[src/rtl/nvcmd_pkg.sv]
package nvcmd_pkg;
  localparam int ADDR_W     = 13;
  localparam int PREFIX_LEN = 5;
  localparam int STEP_W     = $clog2(PREFIX_LEN + 1);

  typedef logic [ADDR_W-1:0] addr_t;

  localparam addr_t STORE_ADDR  = 13'h0F0F;
  localparam addr_t RECALL_ADDR = 13'h0F0E;

  // expected address of prefix step idx (0-based)
  function automatic addr_t prefixAddr(input int idx);
    case (idx)
      0:       return 13'h0000;
      1:       return 13'h1555;
      2:       return 13'h0AAA;
      3:       return 13'h1FFF;
      default: return 13'h10F0;
    endcase
  endfunction

  // strobes from control to the step counter datapath
  typedef struct packed {
    logic stepInc;
    logic stepOne;
    logic stepClr;
  } stepCtl_t;

  typedef enum logic [1:0] {
    PH_ARM  = 2'd0,
    PH_FIRE = 2'd1,
    PH_BUSY = 2'd2
  } phase_t;
endpackage

[src/rtl/nvcmd_datapath.sv]
module nvcmd_datapath
  import nvcmd_pkg::*;
(
  input  logic     clk,
  input  logic     rstN,
  input  addr_t    accAddr,
  input  stepCtl_t ctl,
  output logic     hitNext,
  output logic     hitFirst,
  output logic     hitStore,
  output logic     hitRecall,
  output logic     atLast
);
  logic [STEP_W-1:0]     stepCnt;
  logic [PREFIX_LEN-1:0] hitVec;

  for (genvar g = 0; g < PREFIX_LEN; g++) begin : gen_cmp
    assign hitVec[g] = (accAddr == prefixAddr(g));
  end

  always_comb begin
    hitNext = 1'b0;
    for (int i = 0; i < PREFIX_LEN; i++) begin
      if (stepCnt == STEP_W'(i)) hitNext = hitVec[i];
    end
  end

  assign hitFirst  = hitVec[0];
  assign hitStore  = (accAddr == STORE_ADDR);
  assign hitRecall = (accAddr == RECALL_ADDR);
  assign atLast    = (stepCnt == STEP_W'(PREFIX_LEN));

  always_ff @(posedge clk) begin
    if (!rstN)            stepCnt <= '0;
    else if (ctl.stepClr) stepCnt <= '0;
    else if (ctl.stepOne) stepCnt <= STEP_W'(1);
    else if (ctl.stepInc) stepCnt <= stepCnt + STEP_W'(1);
  end
endmodule

[src/rtl/nvcmd_control.sv]
module nvcmd_control
  import nvcmd_pkg::*;
(
  input  logic     clk,
  input  logic     rstN,
  input  logic     accStrobe,
  input  logic     wrEnN,
  input  logic     xferDone,
  input  logic     hitNext,
  input  logic     hitFirst,
  input  logic     hitStore,
  input  logic     hitRecall,
  input  logic     atLast,
  output stepCtl_t ctl,
  output logic     storeReq,
  output logic     recallReq,
  output logic     busy
);
  phase_t phase, phaseNext;
  logic   fire;
  logic   isRead;

  assign isRead = accStrobe && wrEnN;

  always_comb begin
    ctl       = '0;
    phaseNext = phase;
    fire      = 1'b0;
    case (phase)
      PH_ARM: begin
        if (accStrobe) begin
          if (isRead && !atLast && hitNext) begin
            ctl.stepInc = 1'b1;
          end else if (isRead && atLast && (hitStore || hitRecall)) begin
            fire        = 1'b1;
            ctl.stepClr = 1'b1;
            phaseNext   = PH_FIRE;
          end else if (isRead && hitFirst) begin
            ctl.stepOne = 1'b1;
          end else begin
            ctl.stepClr = 1'b1;
          end
        end
      end
      PH_FIRE: phaseNext = PH_BUSY;
      PH_BUSY: if (xferDone) phaseNext = PH_ARM;
      default: phaseNext = PH_ARM;
    endcase
  end

  always_ff @(posedge clk) begin
    if (!rstN) begin
      phase     <= PH_ARM;
      storeReq  <= 1'b0;
      recallReq <= 1'b0;
    end else begin
      phase     <= phaseNext;
      storeReq  <= fire && hitStore;
      recallReq <= fire && hitRecall;
    end
  end

  assign busy = (phase == PH_BUSY);
endmodule

[src/rtl/nvcmd_unlock.sv]
module nvcmd_unlock
  import nvcmd_pkg::*;
(
  input  logic              clk,
  input  logic              rstN,
  input  logic              accStrobe,
  input  logic              wrEnN,
  input  logic [ADDR_W-1:0] accAddr,
  input  logic              xferDone,
  output logic              storeReq,
  output logic              recallReq,
  output logic              busy
);
  stepCtl_t ctl;
  logic     hitNext, hitFirst, hitStore, hitRecall, atLast;

  nvcmd_datapath u_dp (
    .clk       (clk),
    .rstN      (rstN),
    .accAddr   (accAddr),
    .ctl       (ctl),
    .hitNext   (hitNext),
    .hitFirst  (hitFirst),
    .hitStore  (hitStore),
    .hitRecall (hitRecall),
    .atLast    (atLast)
  );

  nvcmd_control u_ctl (
    .clk       (clk),
    .rstN      (rstN),
    .accStrobe (accStrobe),
    .wrEnN     (wrEnN),
    .xferDone  (xferDone),
    .hitNext   (hitNext),
    .hitFirst  (hitFirst),
    .hitStore  (hitStore),
    .hitRecall (hitRecall),
    .atLast    (atLast),
    .ctl       (ctl),
    .storeReq  (storeReq),
    .recallReq (recallReq),
    .busy      (busy)
  );
endmodule

[config.mk]
export PLATFORM = sky130hd
export DESIGN_NAME = nvcmd_unlock
export DESIGN_NICKNAME = d
export VERILOG_FILES = /design/src/rtl/nvcmd_pkg.sv /design/src/rtl/nvcmd_datapath.sv /design/src/rtl/nvcmd_control.sv /design/src/rtl/nvcmd_unlock.sv
export SDC_FILE = /design/constraint.sdc
export NUM_CORES = 1
export LEC_CHECK = 0
export CELL_PAD_IN_SITES_DETAIL_PLACEMENT = 1
export CELL_PAD_IN_SITES_GLOBAL_PLACEMENT = 1
export CORE_UTILIZATION = 32
export CTS_CLUSTER_DIAMETER = 150
export DETAILED_ROUTE_END_ITERATION = 7
export GPL_TIMING_DRIVEN = 0
export PLACE_DENSITY = 0.83
export SLEW_MARGIN = 0
export SYNTH_ARGS = -nofsm -noshare
export SYNTH_HDL_FRONTEND = slang
export SYNTH_SLANG_ARGS = --single-unit
[constraint.sdc]
create_clock -name clk -period 3.68 [get_ports clk]
set_input_delay 0.552 -clock clk [delete_from_list [all_inputs] [get_ports clk]]
set_output_delay 0.552 -clock clk [all_outputs]
set_load 0.1 [all_outputs]
==> Word-level counts from Yosys, hierarchy flattened <==
Cells that the tools add are included.
{ "totals": {"regBits": 7, "in_bits": 18, "elab_cells": 65} }
{ "classes": {"addsub": 1, "eq_ne": 17, "n_mux": 24, "bitwise_logic": 1, "n_reduce_logical": 17} }
{ "ops": {"columns": ["op", "n"], "rows": [
  ["$eq A13 B12 Y1 const B", 3],
  ["$eq A13 B13 Y1 const B", 3],
  ["$mux W1", 16],
  ["$logic_not A13 Y1", 1],
  ["$mux W2", 5],
  ["$logic_and A1 B1 Y1", 8],
  ["$eq A3 B2 Y1 const B", 2],
  ["$eq A3 B3 Y1 const B", 2],
  ["$mux W3", 2],
  ["$ne A2 B2 Y1 const B", 3],
  ["$pmux W2 S3", 1],
  ["$reduce_and A4 Y1", 1],
  ["$add A3 B1 Y3 const B", 1],
  ["$eq A3 B1 Y1 const B", 1],
  ["$logic_not A3 Y1", 1],
  ["$reduce_or A3 Y1", 1],
  ["$eq A2 B1 Y1 const B", 1],
  ["$eq A2 B2 Y1 const B", 1],
  ["$logic_not A2 Y1", 1],
  ["$ne A2 B1 Y1 const B", 1],
  ["$reduce_bool A2 Y1", 1],
  ["$reduce_or A2 Y1", 1],
  ["$logic_not A1 Y1", 1],
  ["$logic_or A1 B1 Y1", 1],
  ["$not A1 Y1", 1]
]} }

==> Depth between registers and ports, before layout <==
Gate-level depths: netlist of run 1.
{ "depth": {"depth_word": 12, "ltp_mapped": 8, "mapped_depth_nobuf": 8} }

==> Hierarchy <==
A second synthesis of run 1 with hierarchy kept.
{ "hier_totals": {"cells_unflattened": 71, "hier_area_um2": 614.3} }
{ "by_module_without_submodules": {"columns": ["module", "instances", "cells_each", "area_each_um2", "seq_area_each_um2"], "rows": [
  ["nvcmd_datapath", 1, 48, 402.9, 60.1],
  ["nvcmd_control", 1, 23, 211.5, 80.1]
]} }

==> Least setup slack after synthesis of run 1 <==
OpenSTA, ideal clock, no wires.
{ "synth_path": {"path_type": "reg2out", "from": "register u_ctl.phase[1]", "to": "output busy", "arrival_time_ns": 1.721, "slack_ns": 1.407, "path_stages_with_launch": 2, "path_cell_list": "dfxtp_1 -> nor2b_1"} }
{ "synth_via": {"elab_chain_cells": 1} }
{ "synth_lines": {"columns": ["element", "line_no", "rtl"], "rows": [
  ["from (decl)", "nvcmd_control.sv:19", "phase_t phase, phaseNext;"],
  ["from (signal assigned)", "nvcmd_control.sv:57", "phase <= phaseNext;"],
  ["$eq A2 B2 Y1", "nvcmd_control.sv:63", "assign busy = (phase == PH_BUSY);"],
  ["to (decl)", "nvcmd_unlock.sv:12", "output logic busy"]
]} }
No other way between the ends.

==> Worst setup path in the final report of run 1 <==
Same ends and word-level chain as after synthesis.

==> results of run 1 <==
[path summary, 6_finish.rpt]
path / startpoint / to / slack, ns / cells after the start
worst max-delay path: u_ctl.phase[1] / busy / 1.19 / 2
worst min-delay path: u_dp.stepCnt[1] / u_dp.stepCnt[1] / 0.52 / 2
worst min register to register: u_dp.stepCnt[1] / u_dp.stepCnt[1] / 0.52 / 2
worst max register to register: u_dp.stepCnt[0] / u_dp.stepCnt[0] / 1.77 / 8
[layer usage]
| layer | up-vias | part of all wire, % | wire [um] |
|---|---|---|---|
| li1 | 303 | - | - |
| met1 | 282 | 43 | 679 |
| met2 | 17 | 50 | 782 |
| met3 | 2 | 5.7 | 89 |
| met4 | 0 | 0.89 | 14 |
| met5 | - | 0 | 0 |
[Yosys cell counts (all sizes together)]
cell type,n
o22ai,1
o21ai,4
nand3,4
nor2b,2
and3,1
a41oi,1
a22o,2
mux2i,1
a31o,1
ha,5
nand2,6
a22oi,1
nor3b,1
nand4b,1
nor4,4
a31oi,1
or3,1
a21oi,2
nand4,4
nor3,3
nor2,8
dfxtp,7
inv,5
and4,2
[metrics by stage]
stage               area [sq um]  instances  total power, mW
floorplan                    561         68           0.0841
global placement             781        104            0.110
detailed placement           781        104            0.111
CTS                          807        108            0.183
global route                 807        108            0.188
finish                       807        108            0.180
[critical path, delay by kind of cell (launching register included)]
family / cells / cell delay, ns
flip-flops: 1 / 0.39
buffers and inverters: 1 / 1.14
AND/OR/NAND/NOR: 1 / 0.15
[flip-flops by register name, summed over array words and instances (netlist names)]
signal and cells:
u_ctl.phase 2, u_ctl.recallReq 1, u_ctl.storeReq 1, u_dp.stepCnt 3
[cell families (layout without fill, tap and decap cells)]
family	after synthesis	in the layout
flops	7	7
mux	1	1
simple gates	37	37
fa+ha+maj	5	5
buf+inv	5	29
compound gates	13	13
[final cells by class]
class                           instances  area (sq um)
Sequential cell                         7           140
Inverter                                5          18.8
Tap cell                               16          20.0
Timing Repair Buffer                   20           200
Fill cell                             209           769
Multi-Input combinational cell         56           402
Clock buffer                            4          26.3
[report_power, final]
group          leakage (nW)  switching [mW]  internal (mW)
registers            0.0563      0.00000111         0.0759
logic                 0.212          0.0143         0.0195
clock network        0.0150          0.0291         0.0414
total                 0.284          0.0434          0.137
==> results_dict.tcl, run 1 <==
set metrics [dict create \
    status "completed" \
    synth_area_leaders "dfxtp_1 (25%), ha_1 (11%), nor4_4 (7.6%), nor2_1 (5.4%), nand4_1 (4.5%)" \
    cts_tree "done" \
    leakage_nw 0.284 \
    fmax_mhz 402 \
    cts_htree_levels 1 \
    path_cells "nor2b_1, clkdlybuf4s50_1" \
    drc 0 \
    grt_pass1_vias 606 \
    cts_root_buf "clkbuf_4" \
    ys_ff_latch 7 \
    synth_top_family_by_area "simple AND/OR/NAND/NOR gates" \
    routedWlPerCell_um 14.5 \
    holdWs_ns 0.519 \
    slowest_delay_ns 1.14 \
    cts.sinks 7 \
    grt_max_degree 9 \
    antenna_found_initial 0 \
    n_antenna_cell 0 \
    ys_types 28 \
    cp.required_ns 3.13 \
    drive_gt1_share_pct 9.78 \
    critPathSlowestCell "clkdlybuf4s50_1" \
    path_clk_slew_ns 0.05 \
    critPathKind "reg -> out" \
    yosys.area.top_type "dfxtp_1" \
    mappedNetlistArea_sq_um 561 \
    cts_made_buffers 3 \
    final_nets 116 \
    synth_cells 68 \
    critical_path_peak_fanout 4 \
    top_usage_layer "met2" \
    rsz0062_at_grt "false" \
    synth_xor_area_share_pct 0 \
    worstHoldPathType "reg -> reg" \
    grt_first_pass_wirelength_um 2550 \
    post-route-min-period_ns 2.49 \
    setup_slack_ns 1.19 \
    endpoint_kind "output pin" \
    ctsHoldBuffers 0 \
    dp_slack_ns 1.18 \
    clock_path_buffers 2 \
    worstMarginPinSlew_ns 0.974 \
    finalSetupViolations 0 \
    grtUsageMet1_pct 19.8 \
    first_pass_iters 6 \
    place_congestion 0.795 \
    synth-simple-area-share_pct 42.2 \
    clk_latency_ns 0.26 \
    final_common_cell "clkdlybuf4s50_1" \
    yosys-mux-area-fraction_pct 1.79 \
    ant_nets 0 \
    max_slew_margin_pct 34.9 \
    cts_resized 0 \
    die_width_um 43.9 \
    maxCapViolations 0 \
    synth-seq-area-share_pct 25.0 \
    vias 604 \
    layout_common_cells "clkdlybuf4s50_1 (20), nor2_1 (8), dfxtp_1 (7), nand2_1 (6)" \
    drv_slew 0 \
    routed_via_density 5.59 \
    post-cts-setup-buffers 0 \
    cp-start-kind "flop" \
    skew_ns 0.00417 \
    areaGrowthSynthToFinish_pct 44.0 \
    powerDensity_nw_per_um2 223 \
    die_area_sq_um 1920 \
    final.setup.tns_ns 0 \
    ios 21 \
    synth_compound_gate_area_share_pct 16.5 \
    dp_hpwl_um 1290 \
    grt.total_usage_pct 18.6 \
    use_met3_pct 7.92 \
    rows 14 \
    syn_avg_cell_area_sq_um 8.24 \
    synthAdderAreaFrac_pct 11.2 \
    grt_overflow 0 \
    port_buffers 20 \
    yosysWarningCount 0 \
    initial_core_util_pct 35.6 \
    syn_nets 91 \
    arrival_ns 1.94 \
    wl_um 1570 \
    synth_top_cell_area_share_pct 25.0 \
    globalRouteMet2Util_pct 31.0 \
    dieHeight_um 43.9 \
    core_sq_um 1580 \
    hold_violations 0 \
    drt_iter0_drc 5 \
    vdd_ir_drop_max_uv 125 \
    postLayoutCoreUtil_pct 51.2 \
    fin_crit_sh_pct 67.6 \
]
Note: power is estimated with default switching activity, not from simulation.
==> run 2, diff against run 1 <==
--- a/config.mk
+++ b/config.mk
@@ -7,11 +7,11 @@
 export LEC_CHECK = 0
 export CELL_PAD_IN_SITES_DETAIL_PLACEMENT = 1
 export CELL_PAD_IN_SITES_GLOBAL_PLACEMENT = 1
-export CORE_UTILIZATION = 32
+export CORE_UTILIZATION = 30
 export CTS_CLUSTER_DIAMETER = 150
 export DETAILED_ROUTE_END_ITERATION = 7
 export GPL_TIMING_DRIVEN = 0
-export PLACE_DENSITY = 0.83
+export PLACE_DENSITY = 0.79
 export SLEW_MARGIN = 0
 export SYNTH_ARGS = -nofsm -noshare
 export SYNTH_HDL_FRONTEND = slang
==> constraint.sdc (replaced) <==
create_clock -name clk -period 2.3 [get_ports clk]
set_input_delay 0.345 -clock clk [delete_from_list [all_inputs] [get_ports clk]]
set_output_delay 0.345 -clock clk [all_outputs]
set_load 0.1 [all_outputs]
==> results_dict.tcl, run 2 (same netlist as run 1, synthesis figures left out) <==
set metrics [dict create \
    cts_htree_levels 1 \
    dp_hpwl_um 1250 \
    critical_path_depth 1 \
    reg2reg_to "u_dp.stepCnt[0]" \
    powerDensity_nw_per_um2 346 \
    post-route-min-period_ns 2.02 \
    status "completed" \
    routed_via_density 5.11 \
    cp-startpoint "u_ctl.recallReq" \
    power_mw 0.284 \
    vdd_ir_drop_max_uv 286 \
    routedWlPerCell_um 12.7 \
    grt_max_degree 9 \
    r2r_setup_slack_ns 0.45 \
    port_buffers 20 \
    seq_area_sq_um 140 \
    arrival_ns 1.67 \
    dieHeight_um 45.2 \
    clk_latency_ns 0.25 \
    grt.total_usage_pct 17.1 \
    leakage_nw 0.302 \
    initial_core_util_pct 32.1 \
    cts_tree "done" \
    ctsHoldBuffers 0 \
    rsz0062_at_grt "false" \
    regMostFlops "u_dp.stepCnt" \
    largest_register_ffs 3 \
    reg_top3 "u_dp.stepCnt (3), u_ctl.phase (2)" \
    clock_path_buffers 2 \
    critical_path_peak_fanout 1 \
    fmax_mhz 495 \
    cts_resized 0 \
    hold-path-cell-count 1 \
    rows 15 \
    path_buf_inv 1 \
    finalSetupViolations 0 \
    wl_um 1490 \
    path_cells "clkdlybuf4s50_1" \
    critPathSlowestCell "clkdlybuf4s50_1" \
    layout_common_cells "clkdlybuf4s50_1 (19), nor2_1 (8), dfxtp_1 (7), nand2_1 (6)" \
    place_congestion 0.801 \
    drt_iter0_drc 6 \
    critPathKind "reg -> out" \
    reg2regPathDepth 8 \
    hold_violations 0 \
    fin_crit_sh_pct 87.7 \
    r2r-start "u_dp.stepCnt[0]" \
    ios 21 \
    cts_made_buffers 3 \
    final_nets 116 \
    post-cts-setup-buffers 0 \
    cp-start-kind "flop" \
    path_delay_family "buffers and inverters" \
    path_clk_slew_ns 0.05 \
    max_slew_margin_pct 35.4 \
    final_common_cell "clkdlybuf4s50_1" \
    worstHoldPathType "reg -> reg" \
    drc 0 \
    dp.cells 113 \
    ant_nets 0 \
    vias 598 \
    slowest_delay_ns 1.12 \
    crit_path_end "recallReq" \
    fillCellCount 227 \
    final_cells 117 \
    worstMarginPinSlew_ns 0.967 \
    first_pass_iters 3 \
    drv_slew 0 \
    die_width_um 45.2 \
    maxCapViolations 0 \
    grt_overflow 0 \
    skew_ns 0.000487 \
    cts_root_buf "clkbuf_4" \
    final.setup.tns_ns 0 \
    multiInputGateArea_sq_um 402 \
    antenna_found_initial 0 \
    grt_pass1_vias 599 \
    grt_first_pass_wirelength_um 2500 \
    drive_gt1_share_pct 9.78 \
    die_area_sq_um 2050 \
    n_antenna_cell 0 \
    areaGrowthSynthToFinish_pct 46.4 \
    endpoint_kind "output pin" \
    core_sq_um 1750 \
    cp.required_ns 1.96 \
    cts.sinks 7 \
]
## run 2: changes by cell type in the layout (fill, tap and decap cells not counted)
cell,previous run,this run
clkdlybuf4s50_1,20,19
dlymetal6s2s_1,0,1
## run 2: routing by layer
metal	track usage, %	vias to the layer above	part of all wire [%]
li1	-	305	-
met2	29.6	15	51
met3	7.20	0	4.8
met5	0	-	0
met1	20.3	278	44
met4	1.82	0	0
## run 2: worst min-delay path by stage
stage	slack (ns)	from	endpoint
2_1_floorplan	0.47	u_dp.stepCnt[0]	u_dp.stepCnt[0]
3_3_place_gp	0.50	u_dp.stepCnt[0]	u_dp.stepCnt[0]
3_5_place_dp	0.51	u_dp.stepCnt[0]	u_dp.stepCnt[0]
4_1_cts	0.52	u_dp.stepCnt[0]	u_dp.stepCnt[0]
5_1_grt	0.55	u_dp.stepCnt[0]	u_dp.stepCnt[0]
6_report	0.52	u_dp.stepCnt[0]	u_dp.stepCnt[0]
## run 2: area by class of cell
class,count,area share (%)
flip-flops and latches,7,17.1
clock buffers,4,3.20
repair buffers,20,24.7
inverters,5,2.29
well taps,25,3.81
multi-input cells,56,48.9
## run 2: power by group
group          internal (mW)  switching (mW)
logic                 0.0312          0.0225
clock network         0.0660          0.0427
registers              0.122      0.00000173
total                  0.219          0.0653
## run 2: per-stage QoR
stage | hold slack (ns) | utilization (%) | instance area [sq um] | setup slack, ns
4_1_cts | 0.522 | 46.9 | 818 | 0.0180
3_5_place_dp | 0.511 | 45.4 | 792 | 0.0570
5_1_grt | 0.555 | 47.0 | 821 | 0.157
3_3_place_gp | 0.497 | 45.4 | 792 | 0.0727
6_report | 0.518 | 47.0 | 821 | 0.282
2_1_floorplan | 0.471 | - | 561 | 0.234
